**config.mk**
```make
export PLATFORM = sky130hd
export DESIGN_NAME = uart_tx_dbuf
export DESIGN_NICKNAME = d
export VERILOG_FILES = /design/src/rtl/uart_tx_pkg.sv /design/src/rtl/uart_tx_ctrl.sv /design/src/rtl/uart_tx_datapath.sv /design/src/rtl/uart_tx_flags.sv /design/src/rtl/uart_tx_dbuf.sv
export SDC_FILE = /design/constraint.sdc
export NUM_CORES = 1
export LEC_CHECK = 0
export BUFFER_PORTS_ARGS = -buffer_cell sky130_fd_sc_hd__buf_2
export CAP_MARGIN = 5
export CORE_MARGIN = 2
export CORE_UTILIZATION = 59
export DETAILED_ROUTE_END_ITERATION = 8
export GPL_ROUTABILITY_DRIVEN = 0
export PLACE_DENSITY = 0.83
export SETUP_SLACK_MARGIN = 0.05
export SLEW_MARGIN = 0
export SYNTH_ARGS = -nofsm -noshare
export SYNTH_HDL_FRONTEND = slang
export SYNTH_SLANG_ARGS = --single-unit
```
**constraint.sdc**
```tcl
create_clock -name clk -period 4.35 [get_ports clk]
set_input_delay 0.2175 -clock clk [delete_from_list [all_inputs] [get_ports clk]]
set_output_delay 0.2175 -clock clk [all_outputs]
set_load 0.01 [all_outputs]
```
**src/rtl/uart_tx_pkg.sv**
```systemverilog
package uart_tx_pkg;

  typedef enum logic [1:0] {
    DRV_MARK,
    DRV_START,
    DRV_DATA,
    DRV_PAR
  } drvSel_t;

  typedef enum logic [2:0] {
    ST_IDLE,
    ST_ARM,
    ST_START,
    ST_DATA,
    ST_PAR,
    ST_STOP
  } txState_t;

  typedef struct packed {
    logic    loadShift;
    logic    shiftNext;
    logic    setDone;
    drvSel_t drive;
  } txStrb_t;

endpackage

```
**src/rtl/uart_tx_ctrl.sv**
```systemverilog
module uart_tx_ctrl
  import uart_tx_pkg::*;
#(
  parameter int DATA_BITS = 8
) (
  input  logic    clk,
  input  logic    rstN,
  input  logic    baudTick,
  input  logic    holdFull,
  input  logic    parEn,
  output txStrb_t strb,
  output logic    txBusy
);

  localparam int CNT_W = (DATA_BITS > 1) ? $clog2(DATA_BITS) : 1;
  localparam logic [CNT_W-1:0] LAST_BIT = CNT_W'(DATA_BITS - 1);

  txState_t state, stateNxt;
  logic [CNT_W-1:0] bitCnt, bitCntNxt;

  always_comb begin
    stateNxt       = state;
    bitCntNxt      = bitCnt;
    strb.loadShift = 1'b0;
    strb.shiftNext = 1'b0;
    strb.setDone   = 1'b0;
    strb.drive     = DRV_MARK;
    case (state)
      ST_IDLE: begin
        if (holdFull) begin
          strb.loadShift = 1'b1;
          stateNxt       = ST_ARM;
        end
      end
      ST_ARM: begin
        if (baudTick) stateNxt = ST_START;
      end
      ST_START: begin
        strb.drive = DRV_START;
        if (baudTick) begin
          stateNxt  = ST_DATA;
          bitCntNxt = '0;
        end
      end
      ST_DATA: begin
        strb.drive = DRV_DATA;
        if (baudTick) begin
          strb.shiftNext = 1'b1;
          if (bitCnt == LAST_BIT) stateNxt = parEn ? ST_PAR : ST_STOP;
          else bitCntNxt = bitCnt + 1'b1;
        end
      end
      ST_PAR: begin
        strb.drive = DRV_PAR;
        if (baudTick) stateNxt = ST_STOP;
      end
      ST_STOP: begin
        if (baudTick) begin
          if (holdFull) begin
            strb.loadShift = 1'b1;
            stateNxt       = ST_START;
          end else begin
            strb.setDone = 1'b1;
            stateNxt     = ST_IDLE;
          end
        end
      end
      default: stateNxt = ST_IDLE;
    endcase
  end

  always_ff @(posedge clk or negedge rstN) begin
    if (!rstN) begin
      state  <= ST_IDLE;
      bitCnt <= '0;
    end else begin
      state  <= stateNxt;
      bitCnt <= bitCntNxt;
    end
  end

  assign txBusy = (state == ST_START) || (state == ST_DATA) ||
                  (state == ST_PAR)   || (state == ST_STOP);

endmodule

```
**src/rtl/uart_tx_datapath.sv**
```systemverilog
module uart_tx_datapath
  import uart_tx_pkg::*;
#(
  parameter int DATA_BITS = 8
) (
  input  logic                 clk,
  input  logic                 rstN,
  input  logic                 wrData,
  input  logic [DATA_BITS-1:0] wrByte,
  input  logic                 parityOn,
  input  logic                 parityOdd,
  input  txStrb_t              strb,
  output logic                 holdFull,
  output logic                 parEn,
  output logic                 txLine
);

  logic [DATA_BITS-1:0] holdByte;
  logic [DATA_BITS-1:0] shReg;
  logic                 parBit;

  always_ff @(posedge clk or negedge rstN) begin
    if (!rstN) begin
      holdFull <= 1'b0;
      holdByte <= '0;
    end else begin
      if (wrData) begin
        holdFull <= 1'b1;
        holdByte <= wrByte;
      end else if (strb.loadShift) begin
        holdFull <= 1'b0;
      end
    end
  end

  always_ff @(posedge clk or negedge rstN) begin
    if (!rstN) begin
      shReg  <= '0;
      parBit <= 1'b0;
      parEn  <= 1'b0;
    end else if (strb.loadShift) begin
      shReg  <= holdByte;
      parBit <= (^holdByte) ^ parityOdd;
      parEn  <= parityOn;
    end else if (strb.shiftNext) begin
      shReg  <= {1'b0, shReg[DATA_BITS-1:1]};
    end
  end

  always_comb begin
    case (strb.drive)
      DRV_START: txLine = 1'b0;
      DRV_DATA:  txLine = shReg[0];
      DRV_PAR:   txLine = parBit;
      default:   txLine = 1'b1;
    endcase
  end

endmodule

```
**src/rtl/uart_tx_flags.sv**
```systemverilog
module uart_tx_flags (
  input  logic clk,
  input  logic rstN,
  input  logic setDone,
  input  logic clrDone,
  input  logic holdFull,
  input  logic ieEmpty,
  input  logic ieDone,
  output logic bufEmpty,
  output logic txDone,
  output logic irq
);

  always_ff @(posedge clk or negedge rstN) begin
    if (!rstN)        txDone <= 1'b0;
    else if (setDone) txDone <= 1'b1;
    else if (clrDone) txDone <= 1'b0;
  end

  assign bufEmpty = ~holdFull;
  assign irq      = (bufEmpty & ieEmpty) | (txDone & ieDone);

endmodule

```
**src/rtl/uart_tx_dbuf.sv**
```systemverilog
module uart_tx_dbuf
  import uart_tx_pkg::*;
#(
  parameter int DATA_BITS = 8
) (
  input  logic                 clk,
  input  logic                 rstN,
  input  logic                 wrData,
  input  logic [DATA_BITS-1:0] wrByte,
  input  logic                 clrDone,
  input  logic                 baudTick,
  input  logic                 parityOn,
  input  logic                 parityOdd,
  input  logic                 ieEmpty,
  input  logic                 ieDone,
  output logic                 txLine,
  output logic                 bufEmpty,
  output logic                 txBusy,
  output logic                 txDone,
  output logic                 irq
);

  txStrb_t strb;
  logic    holdFull;
  logic    parEn;

  uart_tx_ctrl #(.DATA_BITS(DATA_BITS)) u_ctrl (
    .clk      (clk),
    .rstN     (rstN),
    .baudTick (baudTick),
    .holdFull (holdFull),
    .parEn    (parEn),
    .strb     (strb),
    .txBusy   (txBusy)
  );

  uart_tx_datapath #(.DATA_BITS(DATA_BITS)) u_dp (
    .clk       (clk),
    .rstN      (rstN),
    .wrData    (wrData),
    .wrByte    (wrByte),
    .parityOn  (parityOn),
    .parityOdd (parityOdd),
    .strb      (strb),
    .holdFull  (holdFull),
    .parEn     (parEn),
    .txLine    (txLine)
  );

  uart_tx_flags u_flags (
    .clk      (clk),
    .rstN     (rstN),
    .setDone  (strb.setDone),
    .clrDone  (clrDone),
    .holdFull (holdFull),
    .ieEmpty  (ieEmpty),
    .ieDone   (ieDone),
    .bufEmpty (bufEmpty),
    .txDone   (txDone),
    .irq      (irq)
  );

endmodule

```
==> results of run 1 <==
## flip-flops by register name, summed over array words and instances, names as in the netlist
| register | cells |
|---|---|
| u_ctrl.bitCnt | 3 |
| u_ctrl.state | 3 |
| u_dp.holdByte | 8 |
| u_dp.holdFull | 1 |
| u_dp.parBit | 1 |
| u_dp.parEn | 1 |
| u_dp.shReg | 8 |
| u_flags.txDone | 1 |
## kinds of logic (layout without fill, tap and decap cells)
logic type	count (synthesis)	after routing
xor+xnor	7	7
mux	16	16
simple gates	32	32
compound gates	29	29
fa+ha+maj	2	2
flops	26	26
buf+inv	8	29
## metrics by stage
| stage | hold slack, ns | instance area (µm²) |
|---|---|---|
| 2_1_floorplan | -0.0781 | 1330 |
| 3_3_place_gp | 0.239 | 1440 |
| 3_5_place_dp | 0.238 | 1440 |
| 4_1_cts | 0.0755 | 1470 |
| 5_1_grt | 0.0752 | 1470 |
| 6_report | 0.0654 | 1470 |
## layout make-up
cell class	count	share of cell area
multi-input combinational	86	0.429
inverter	4	0.0102
timing repair buffer	22	0.0784
sequential	26	0.443
clock buffer	3	0.0153
tap	28	0.0239
## per-layer routing
metal  wire length [µm]  up-vias  GRT usage  share of wire
li1                   -      473          -              -
met1               1080      459      0.314           0.46
met2               1150       25      0.353           0.48
met3                100        5     0.0351          0.042
met4                 44        0     0.0921          0.019
met5                  0        -          0              0
## synthesized netlist by cell type (all sizes together) (2+ instances only)
library cell and n:
a22oi 2, ha 2, a22o 4, mux2i 5
buf 3, xnor2 5, dfrtp 26, mux2 11
nand2 19, nor2 3, inv 4, o22ai 2
o21ai 13, nand2b 3, a21oi 2
## power breakdown
group / internal [mW] / switching [mW]
Combinational: 0.123 / 0.103
Clock: 0.0326 / 0.0691
Sequential: 0.299 / 0.0526
Total: 0.455 / 0.225
## final timing paths
check,start,to,cells after the start
worst max-delay path,u_ctrl.bitCnt[0]$_DFFE_PN0P_,u_ctrl.state[0]$_DFFE_PN0P_,6
worst min-delay path,clrDone,u_flags.txDone$_DFFE_PN0P_,2
worst max register to register,u_ctrl.bitCnt[0]$_DFFE_PN0P_,u_ctrl.state[0]$_DFFE_PN0P_,6
worst min register to register,u_dp.shReg[7]$_DFFE_PN0P_,u_dp.shReg[7]$_DFFE_PN0P_,2
max in group asynchronous,rstN,u_dp.shReg[6]$_DFFE_PN0P_,2
min in group asynchronous,rstN,u_ctrl.state[1]$_DFFE_PN0P_,2
## critical path, delay by kind of cell, from the launching register on
family / cells / cell delay, ns
fa+ha+maj: 2 / 0.48
flops: 1 / 0.43
mux: 1 / 0.33
compound gates: 2 / 0.27
simple gates: 1 / 0.17
==> impl_metrics.json, run 1 <==
{
  "synth_top_area_frac": 0.490,
  "ir_drop_uv": 376,
  "ys_ff_latch": 26,
  "post-cts-setup-buffers": 0,
  "ys_types": 34,
  "io_pins": 22,
  "yosys_most_used_dff": "dfrtp_1",
  "finalPower_uw": 680,
  "area_growth_pct": 10.5,
  "slew_viol_final": 0,
  "most-common-layout-cells": "26 x dfrtp_1, 21 x buf_2, 19 x nand2_1",
  "crit_slowest_cell": "dfrtp_1",
  "clock_sinks": 26,
  "crit_path_start_kind": "flip-flop",
  "synth.area.mux_share": 0.139,
  "start_util": 0.612,
  "ys_async_sr_fraction": 1.00,
  "clock_latency_ns": 0.33,
  "final_nets": 162,
  "layout_commonest_cell": "dfrtp_1",
  "synth_area_leader_cell": "dfrtp_1",
  "grt_start_max_net_pins": 27,
  "yosysWarnings": 0,
  "cts_tree": "yes",
  "path_max_fanout": 8,
  "die_area_um2": 2650,
  "synth_top_family_by_area": "compound AO/OA/AOI/OAI gates",
  "worst_pin_slew_ns": 0.561,
  "yosysSeqAreaShare": 0.490,
  "fin_skew_ns": 0.00759,
  "vias": 962,
  "relSlewSlack": 0.626,
  "cts-buffers-inserted": 3,
  "remaining_drc_errors": 0,
  "yosys.area_share.xor_xnor": 0.0565,
  "hold_class": "in -> reg",
  "end_kind": "flip-flop",
  "cp_data_arrival_time_ns": 2.02,
  "antenna_cells": 0,
  "grt_pass1_vias": 930,
  "routed_wl_um": 2370,
  "drt_iter0_drc": 16,
  "leakage_nw": 0.718,
  "synthAdderAreaFrac": 0.0188,
  "htreeDepth": 1,
  "setup_viol": 0,
  "grt_pass1_wl_um": 4300,
  "post-place-ws_ns": 2.60,
  "drt_pass1_iterations": 4,
  "synthCells": 120,
  "cpPeakStageDelay_ns": 0.43,
  "placeableCoreArea_um2": 2170,
  "final_antenna_net_count": 0,
  "grt_overflow": 0,
  "place_inst": 165,
  "fmax_mhz": 559,
  "status": "finished, final reports clean",
  "rsz0062_at_grt": "false",
  "row_count": 17,
  "syn_nets": 139,
  "layout_setup_ws_ns": 2.56,
  "synth_edf_count": 0,
  "finalCriticalPeriod_ns": 1.79,
  "final_cells": 169,
  "wl_per_cell_um": 14.0,
  "avgViaCountPerCell": 5.69,
  "die_w_um": 51.5,
  "synthTopCellsByArea": "dfrtp_1 49%, mux2_2 6.8%, nand2_1 5.4%",
  "multiInputGateArea_um2": 629,
  "port_buffers": 21,
  "path_cells": "ha_1, ha_1, nand2b_1, o32a_1, o311ai_2, mux2_4",
  "track_usage": 0.226,
  "antenna_found_initial": 0,
  "regToRegSetupSlack_ns": 2.56,
  "syn-cell-area_um2": 1330,
  "final_util": 0.676,
  "worst-setup-path-type": "reg -> reg",
  "regArea_um2": 651,
  "final.period_utilization": 0.411,
  "cts_hold_buf": 1,
  "die_y_um": 51.5,
  "crit_path_frequent_cell": "ha_1",
  "required_ns": 4.58,
  "cts-root-buf": "clkbuf_4",
  "synth-simple-area-share": 0.110,
  "avgSynthCellArea_um2": 11.1,
  "cts_resized": 0,
  "n_fill_cell": 181,
  "fin_tns_setup_ns": 0,
  "finalHoldViolations": 0,
  "drive_above_1_share": 0.262,
  "synth-compound-area-share": 0.149,
  "clk_pin_slew_ns": 0.13,
  "power.density_nw_per_um2": 463,
  "hpwl_um": 1750,
  "maxCapViolations": 0,
  "clock_path_buffers": 2
}
Note: power is estimated with default switching activity, not from simulation.
==> inputs of run 2 (changes only) <==
--- a/config.mk
+++ b/config.mk
@@ -5,13 +5,14 @@
 export SDC_FILE = /design/constraint.sdc
 export NUM_CORES = 1
 export LEC_CHECK = 0
+export ABC_AREA = 1
 export BUFFER_PORTS_ARGS = -buffer_cell sky130_fd_sc_hd__buf_2
 export CAP_MARGIN = 5
 export CORE_MARGIN = 2
-export CORE_UTILIZATION = 59
+export CORE_UTILIZATION = 50
 export DETAILED_ROUTE_END_ITERATION = 8
 export GPL_ROUTABILITY_DRIVEN = 0
-export PLACE_DENSITY = 0.83
+export PLACE_DENSITY = 0.74
 export SETUP_SLACK_MARGIN = 0.05
 export SLEW_MARGIN = 0
 export SYNTH_ARGS = -nofsm -noshare
==> constraint.sdc (replaced) <==
create_clock -name clk -period 1.5 [get_ports clk]
set_input_delay 0.075 -clock clk [delete_from_list [all_inputs] [get_ports clk]]
set_output_delay 0.075 -clock clk [all_outputs]
set_load 0.01 [all_outputs]
==> run 2 against run 1 <==
  * Die area up 27%
  * Total power rose to 5.2 times the previous value
  * Core utilization up 1.7 points
  * First-iteration DRC count rose to 2.5 times the previous value
  * Synthesized area up 9.9%
  * Largest cell class is now multi-input gates
==> impl_metrics.json, run 2 <==
{
  "htreeDepth": 1,
  "die_y_um": 58.0,
  "port_buffers": 21,
  "clock_path_buffers": 2,
  "wl_per_cell_um": 13.2,
  "yosysSeqAreaShare": 0.446,
  "hold_class": "in -> reg",
  "grt_pass1_vias": 1348,
  "slew_viol_final": 0,
  "power.density_nw_per_um2": 1840,
  "remaining_drc_errors": 0,
  "yosysWarnings": 0,
  "clock_sinks": 26,
  "reg_top3": "u_dp.holdByte (8), u_dp.shReg (8)",
  "yosysMostFrequentCell": "nand2_1",
  "cts-root-buf": "clkbuf_4",
  "synth_top_area_frac": 0.446,
  "routed_wl_um": 3330,
  "yosys_most_used_dff": "dfrtp_1",
  "final_cells": 253,
  "worst_pin_slew_ns": 0.598,
  "final.period_utilization": 0.984,
  "fin_area_um2": 1910,
  "place_inst": 228,
  "area_growth_pct": 31.0,
  "synth_area_leader_cell": "dfrtp_1",
  "avgViaCountPerCell": 5.20,
  "track_usage": 0.220,
  "end_kind": "output pin",
  "finalCriticalPeriod_ns": 1.48,
  "most-common-layout-cells": "54 x nand2_1, 23 x dfrtp_1, 21 x buf_2",
  "relSlewSlack": 0.601,
  "start_util": 0.529,
  "path_max_fanout": 3,
  "synth_edf_count": 0,
  "setup_viol": 0,
  "clock_latency_ns": 0.34,
  "clk_pin_slew_ns": 0.15,
  "final_antenna_net_count": 0,
  "maxCapViolations": 0,
  "fmax_mhz": 677,
  "layout_commonest_cell": "nand2_1",
  "grt_start_max_net_pins": 27,
  "ys_types": 29,
  "worst-setup-path-type": "reg -> out",
  "leakage_nw": 0.985,
  "row_count": 19,
  "fin_skew_ns": 0.0166,
  "synth_top_cells_by_count": "58 x nand2_1, 26 x dfrtp_1, 21 x inv_1",
  "syn-cell-area_um2": 1460,
  "ys_ff_latch": 26,
  "cp_data_arrival_time_ns": 1.40,
  "synthCells": 177,
  "grt_pass1_wl_um": 5770,
  "io_pins": 22,
  "grt_overflow": 0,
  "rsz0062_at_grt": "true",
  "ys_async_sr_fraction": 1.00,
  "antenna_found_initial": 0,
  "cts-buffers-inserted": 3,
  "finalHoldViolations": 0,
  "hpwl_um": 2160,
  "ir_drop_uv": 1680,
  "avgSynthCellArea_um2": 8.25,
  "final_nets": 242,
  "crit_path_start_kind": "flip-flop",
  "drive_above_1_share": 0.347,
  "die_w_um": 58.0,
  "cts_tree": "yes",
  "dpl_cell_area_um2": 1610,
  "antenna_cells": 0,
  "placeableCoreArea_um2": 2760,
  "required_ns": 1.42,
  "syn_nets": 196,
  "vias": 1316,
  "drt_iter0_drc": 40,
  "die_area_um2": 3370,
  "synthTopCellsByArea": "dfrtp_1 45%, nand2_1 15%, inv_1 5.4%",
  "status": "finished, final reports clean",
  "drt_pass1_iterations": 4
}
## run 2: cell count changes in the layout (fill, tap and decap cells not counted), sizes merged, moves of 5 or more
| cell | delta |
|---|---|
| mux2i | -5 |
| o21ai | +5 |
| a21oi | +6 |
| nand2 | +43 |
| xnor2 | -5 |
| dlygate4sd3 | +10 |
| buf | +11 |
| nand3 | +10 |
| mux2 | -11 |
| nor2 | +11 |
| inv | +21 |
## run 2: kinds of logic (layout without fill, tap and decap cells)
group | after synthesis | in the layout | share of synthesized area
AO/OA/AOI/OAI | 34 | 34 | 0.181
XOR/XNOR | 1 | 1 | 0.00600
adder cells (fa/ha/maj) | 2 | 2 | 0.0171
buffers and inverters | 27 | 72 | 0.0780
flip-flops | 26 | 26 | 0.446
AND/OR/NAND/NOR | 87 | 87 | 0.272
## run 2: through the flow
| stage | util | setup TNS, ns | worst slack [ns] | hold WS (ns) | power [mW] |
|---|---|---|---|---|---|
| 6_report | 0.694 | 0 | 0.0237 | 0.0557 | 3.52 |
| 5_1_grt | 0.694 | -0.116 | -0.0450 | 0.0981 | 3.78 |
| 4_1_cts | 0.665 | 0 | 0.0412 | 0.0662 | 3.26 |
| 3_5_place_dp | 0.583 | 0 | 0.116 | 0.107 | 2.67 |
| 3_3_place_gp | 0.583 | 0 | 0.131 | 0.109 | 2.60 |
| 2_1_floorplan | - | 0 | 0.246 | -0.221 | 2.28 |
## run 2: what timing repair did
item | 4_1_cts | 5_1_grt
hold endpoints to repair | 36 | 0
pin swaps | 2 | 7
buffers inserted | 6 | 4
resized for setup | 12 | 12
hold buffers | 11 | 0
endpoints found under the setup margin | 2 | 12
## run 2: routing by layer
metal / track usage / part of all wire / vias up
li1: - / - / 651
met2: 0.394 / 0.54 / 30
met1: 0.273 / 0.41 / 630
met5: 0 / 0 / -
met3: 0.0223 / 0.032 / 5
met4: 0.0831 / 0.013 / 0
## run 2: final timing paths
path,startpoint,endpoint,slack (ns),cells after the start
max,u_ctrl.state[0]$_DFFE_PN0P_,txLine,0.02,7
min,wrData,u_dp.holdByte[4]$_DFFE_PN0P_,0.06,3
max reg2reg,u_ctrl.state[0]$_DFFE_PN0P_,u_dp.shReg[2]$_DFFE_PN0P_,0.03,9
min reg2reg,u_ctrl.bitCnt[1]$_DFFE_PN0P_,u_ctrl.bitCnt[1]$_DFFE_PN0P_,0.50,2
max in group asynchronous,rstN,u_ctrl.state[2]$_DFFE_PN0P_,0.83,2
min in group asynchronous,rstN,u_dp.parEn$_DFFE_PN0P_,0.26,2
## run 2: area by class of cell
type / count / area (µm²)
Multi-Input combinational cell: 124 / 761
Inverter: 25 / 109
Clock buffer: 4 / 36.3
Fill cell: 220 / 845
Timing Repair Buffer: 43 / 314
Sequential cell: 26 / 654
Tap cell: 31 / 38.8
## run 2: power by group
group / internal [mW] / switching [mW] / total, mW
registers: 0.943 / 0.204 / 1.15
clock network: 0.149 / 0.217 / 0.366
logic: 0.845 / 1.16 / 2.01
## run 2: critical path: stages (launching register included)
cell	delay (ns)
dfrtp_2	0.47
inv_4	0.08
nand2_4	0.05
nor2_4	0.14
nor2_4	0.05
a21oi_2	0.09
nand2_1	0.05
buf_2	0.13
==> inputs of run 3 (changes only) <==
--- a/config.mk
+++ b/config.mk
@@ -12,6 +12,7 @@
 export CORE_UTILIZATION = 50
 export DETAILED_ROUTE_END_ITERATION = 8
 export GPL_ROUTABILITY_DRIVEN = 0
+export MAX_ROUTING_LAYER = met4
 export PLACE_DENSITY = 0.74
 export SETUP_SLACK_MARGIN = 0.05
 export SLEW_MARGIN = 0
==> run 3 against run 2 <==
  * Critical path depth unchanged
  * Setup slack is essentially flat
  * Core utilization is the same
  * Via count about the same
  * Critical path type unchanged
  * Largest cell class unchanged
==> impl_metrics.json, run 3 (synthesis gave the netlist of run 2 again) <==
{
  "worst-r2r-cell-count": 9,
  "required_ns": 1.42,
  "ir_drop_uv": 1680,
  "crit_end": "txLine",
  "layout_setup_ws_ns": 0.0234,
  "hold_depth": 3,
  "final_cells": 253,
  "clock_latency_ns": 0.34,
  "htreeDepth": 1,
  "row_count": 19,
  "finalHoldViolations": 0,
  "fmax_mhz": 677,
  "relSlewSlack": 0.602,
  "power.density_nw_per_um2": 1840,
  "fin_tns_setup_ns": 0,
  "n_fill_cell": 220,
  "grt_overflow": 0,
  "r2r-end": "u_dp.shReg[2]$_DFFE_PN0P_",
  "start_util": 0.529,
  "routed_wl_um": 3340,
  "cpPeakStageDelay_ns": 0.47,
  "path_cells": "inv_4, nand2_4, nor2_4, nor2_4, a21oi_2, nand2_1, buf_2",
  "antenna_cells": 0,
  "cts-buffers-inserted": 3,
  "cts-root-buf": "clkbuf_4",
  "remaining_drc_errors": 0,
  "path_max_fanout": 3,
  "regArea_um2": 654,
  "grt_start_max_net_pins": 27,
  "final_nets": 242,
  "reg_top3": "u_dp.holdByte (8), u_dp.shReg (8)",
  "worst-setup-path-type": "reg -> out",
  "clock_path_buffers": 2,
  "cts_tree": "yes",
  "die_w_um": 58.0,
  "maxCapViolations": 0,
  "hpwl_um": 2160,
  "final_antenna_net_count": 0,
  "finalCriticalPeriod_ns": 1.48,
  "vias": 1317,
  "most-common-layout-cells": "54 x nand2_1, 23 x dfrtp_1, 21 x buf_2",
  "grt_pass1_vias": 1354,
  "crit_start": "u_ctrl.state[0]$_DFFE_PN0P_",
  "clock_sinks": 26,
  "fin_skew_ns": 0.0168,
  "antenna_found_initial": 0,
  "rsz0062_at_grt": "true",
  "final.period_utilization": 0.984,
  "avgViaCountPerCell": 5.21,
  "post-place-ws_ns": 0.116,
  "cp_data_arrival_time_ns": 1.40,
  "worst_pin_slew_ns": 0.597,
  "hold_class": "in -> reg",
  "status": "finished, final reports clean",
  "placeableCoreArea_um2": 2760,
  "multiInputGateArea_um2": 761,
  "leakage_nw": 0.985,
  "crit_path_frequent_cell": "nor2_4",
  "io_pins": 22,
  "layout_commonest_cell": "nand2_1",
  "place_inst": 228,
  "wl_per_cell_um": 13.2,
  "clk_pin_slew_ns": 0.15,
  "regToRegSetupSlack_ns": 0.03,
  "end_kind": "output pin",
  "r2r_start": "u_ctrl.state[0]$_DFFE_PN0P_",
  "die_area_um2": 3370,
  "port_buffers": 21,
  "crit_slowest_cell": "dfrtp_2",
  "die_y_um": 58.0,
  "track_usage": 0.227,
  "area_growth_pct": 31.0,
  "grt_pass1_wl_um": 5760,
  "drt_iter0_drc": 35,
  "slew_viol_final": 0,
  "setup_viol": 0,
  "drt_pass1_iterations": 4,
  "drive_above_1_share": 0.347,
  "crit_path_start_kind": "flip-flop"
}
run 3: worst min-delay path by stage:
stage,slack (ns),start,end
final,0.06,wrData,u_dp.holdByte[4]$_DFFE_PN0P_
after global routing,0.1,wrData,u_dp.holdByte[4]$_DFFE_PN0P_
after CTS,0.07,wrData,u_dp.holdByte[4]$_DFFE_PN0P_
after detailed placement,0.11,rstN,u_ctrl.bitCnt[2]$_DFFE_PN0P_
after global placement,0.11,rstN,u_dp.holdByte[0]$_DFFE_PN0P_
after floorplan,-0.22,rstN,u_ctrl.bitCnt[0]$_DFFE_PN0P_
run 3: metal layers:
| metal | GRT usage | wire length (µm) | vias to the layer above |
|---|---|---|---|
| met5 | - | 0 | - |
| met4 | 0.0831 | 45 | 0 |
| met3 | 0.0223 | 96 | 5 |
| met2 | 0.394 | 1810 | 30 |
| met1 | 0.273 | 1390 | 630 |
| li1 | - | - | 652 |
run 3: repair_timing:
item,4_1_cts,5_1_grt
hold buffers,11,0
buffers inserted,6,4
pin swaps,2,7
endpoints found under the hold margin,36,0
cloned,0,0
setup endpoints to repair,2,12
resized for setup,12,12
run 3: power by group:
part / internal (mW) / switching [mW]
combinational: 0.845 / 1.16
sequential: 0.943 / 0.204
clock: 0.149 / 0.217
run 3: layout make-up:
type                            instances  share of cell area
Multi-Input combinational cell        124               0.398
Clock buffer                            4              0.0190
Sequential cell                        26               0.342
Inverter                               25              0.0569
Tap cell                               31              0.0203
Timing Repair Buffer                   43               0.164
run 3: critical path, delay by kind of cell, from the launching register on:
kind / cells / cell delay (ns)
and+or+nand+nor: 4 / 0.29
DFF: 1 / 0.47
AOI/OAI and AO/OA: 1 / 0.09
buffers and inverters: 2 / 0.21
run 3: metrics by stage:
step           utilization  hold WS (ns)  area [µm²]  power (mW)
2_1_floorplan            -        -0.221        1460        2.28
3_3_place_gp         0.583         0.109        1610        2.60
3_5_place_dp         0.583         0.107        1610        2.67
4_1_cts              0.665        0.0662        1830        3.26
5_1_grt              0.694        0.0981        1910        3.78
6_report             0.694        0.0561        1910        3.52
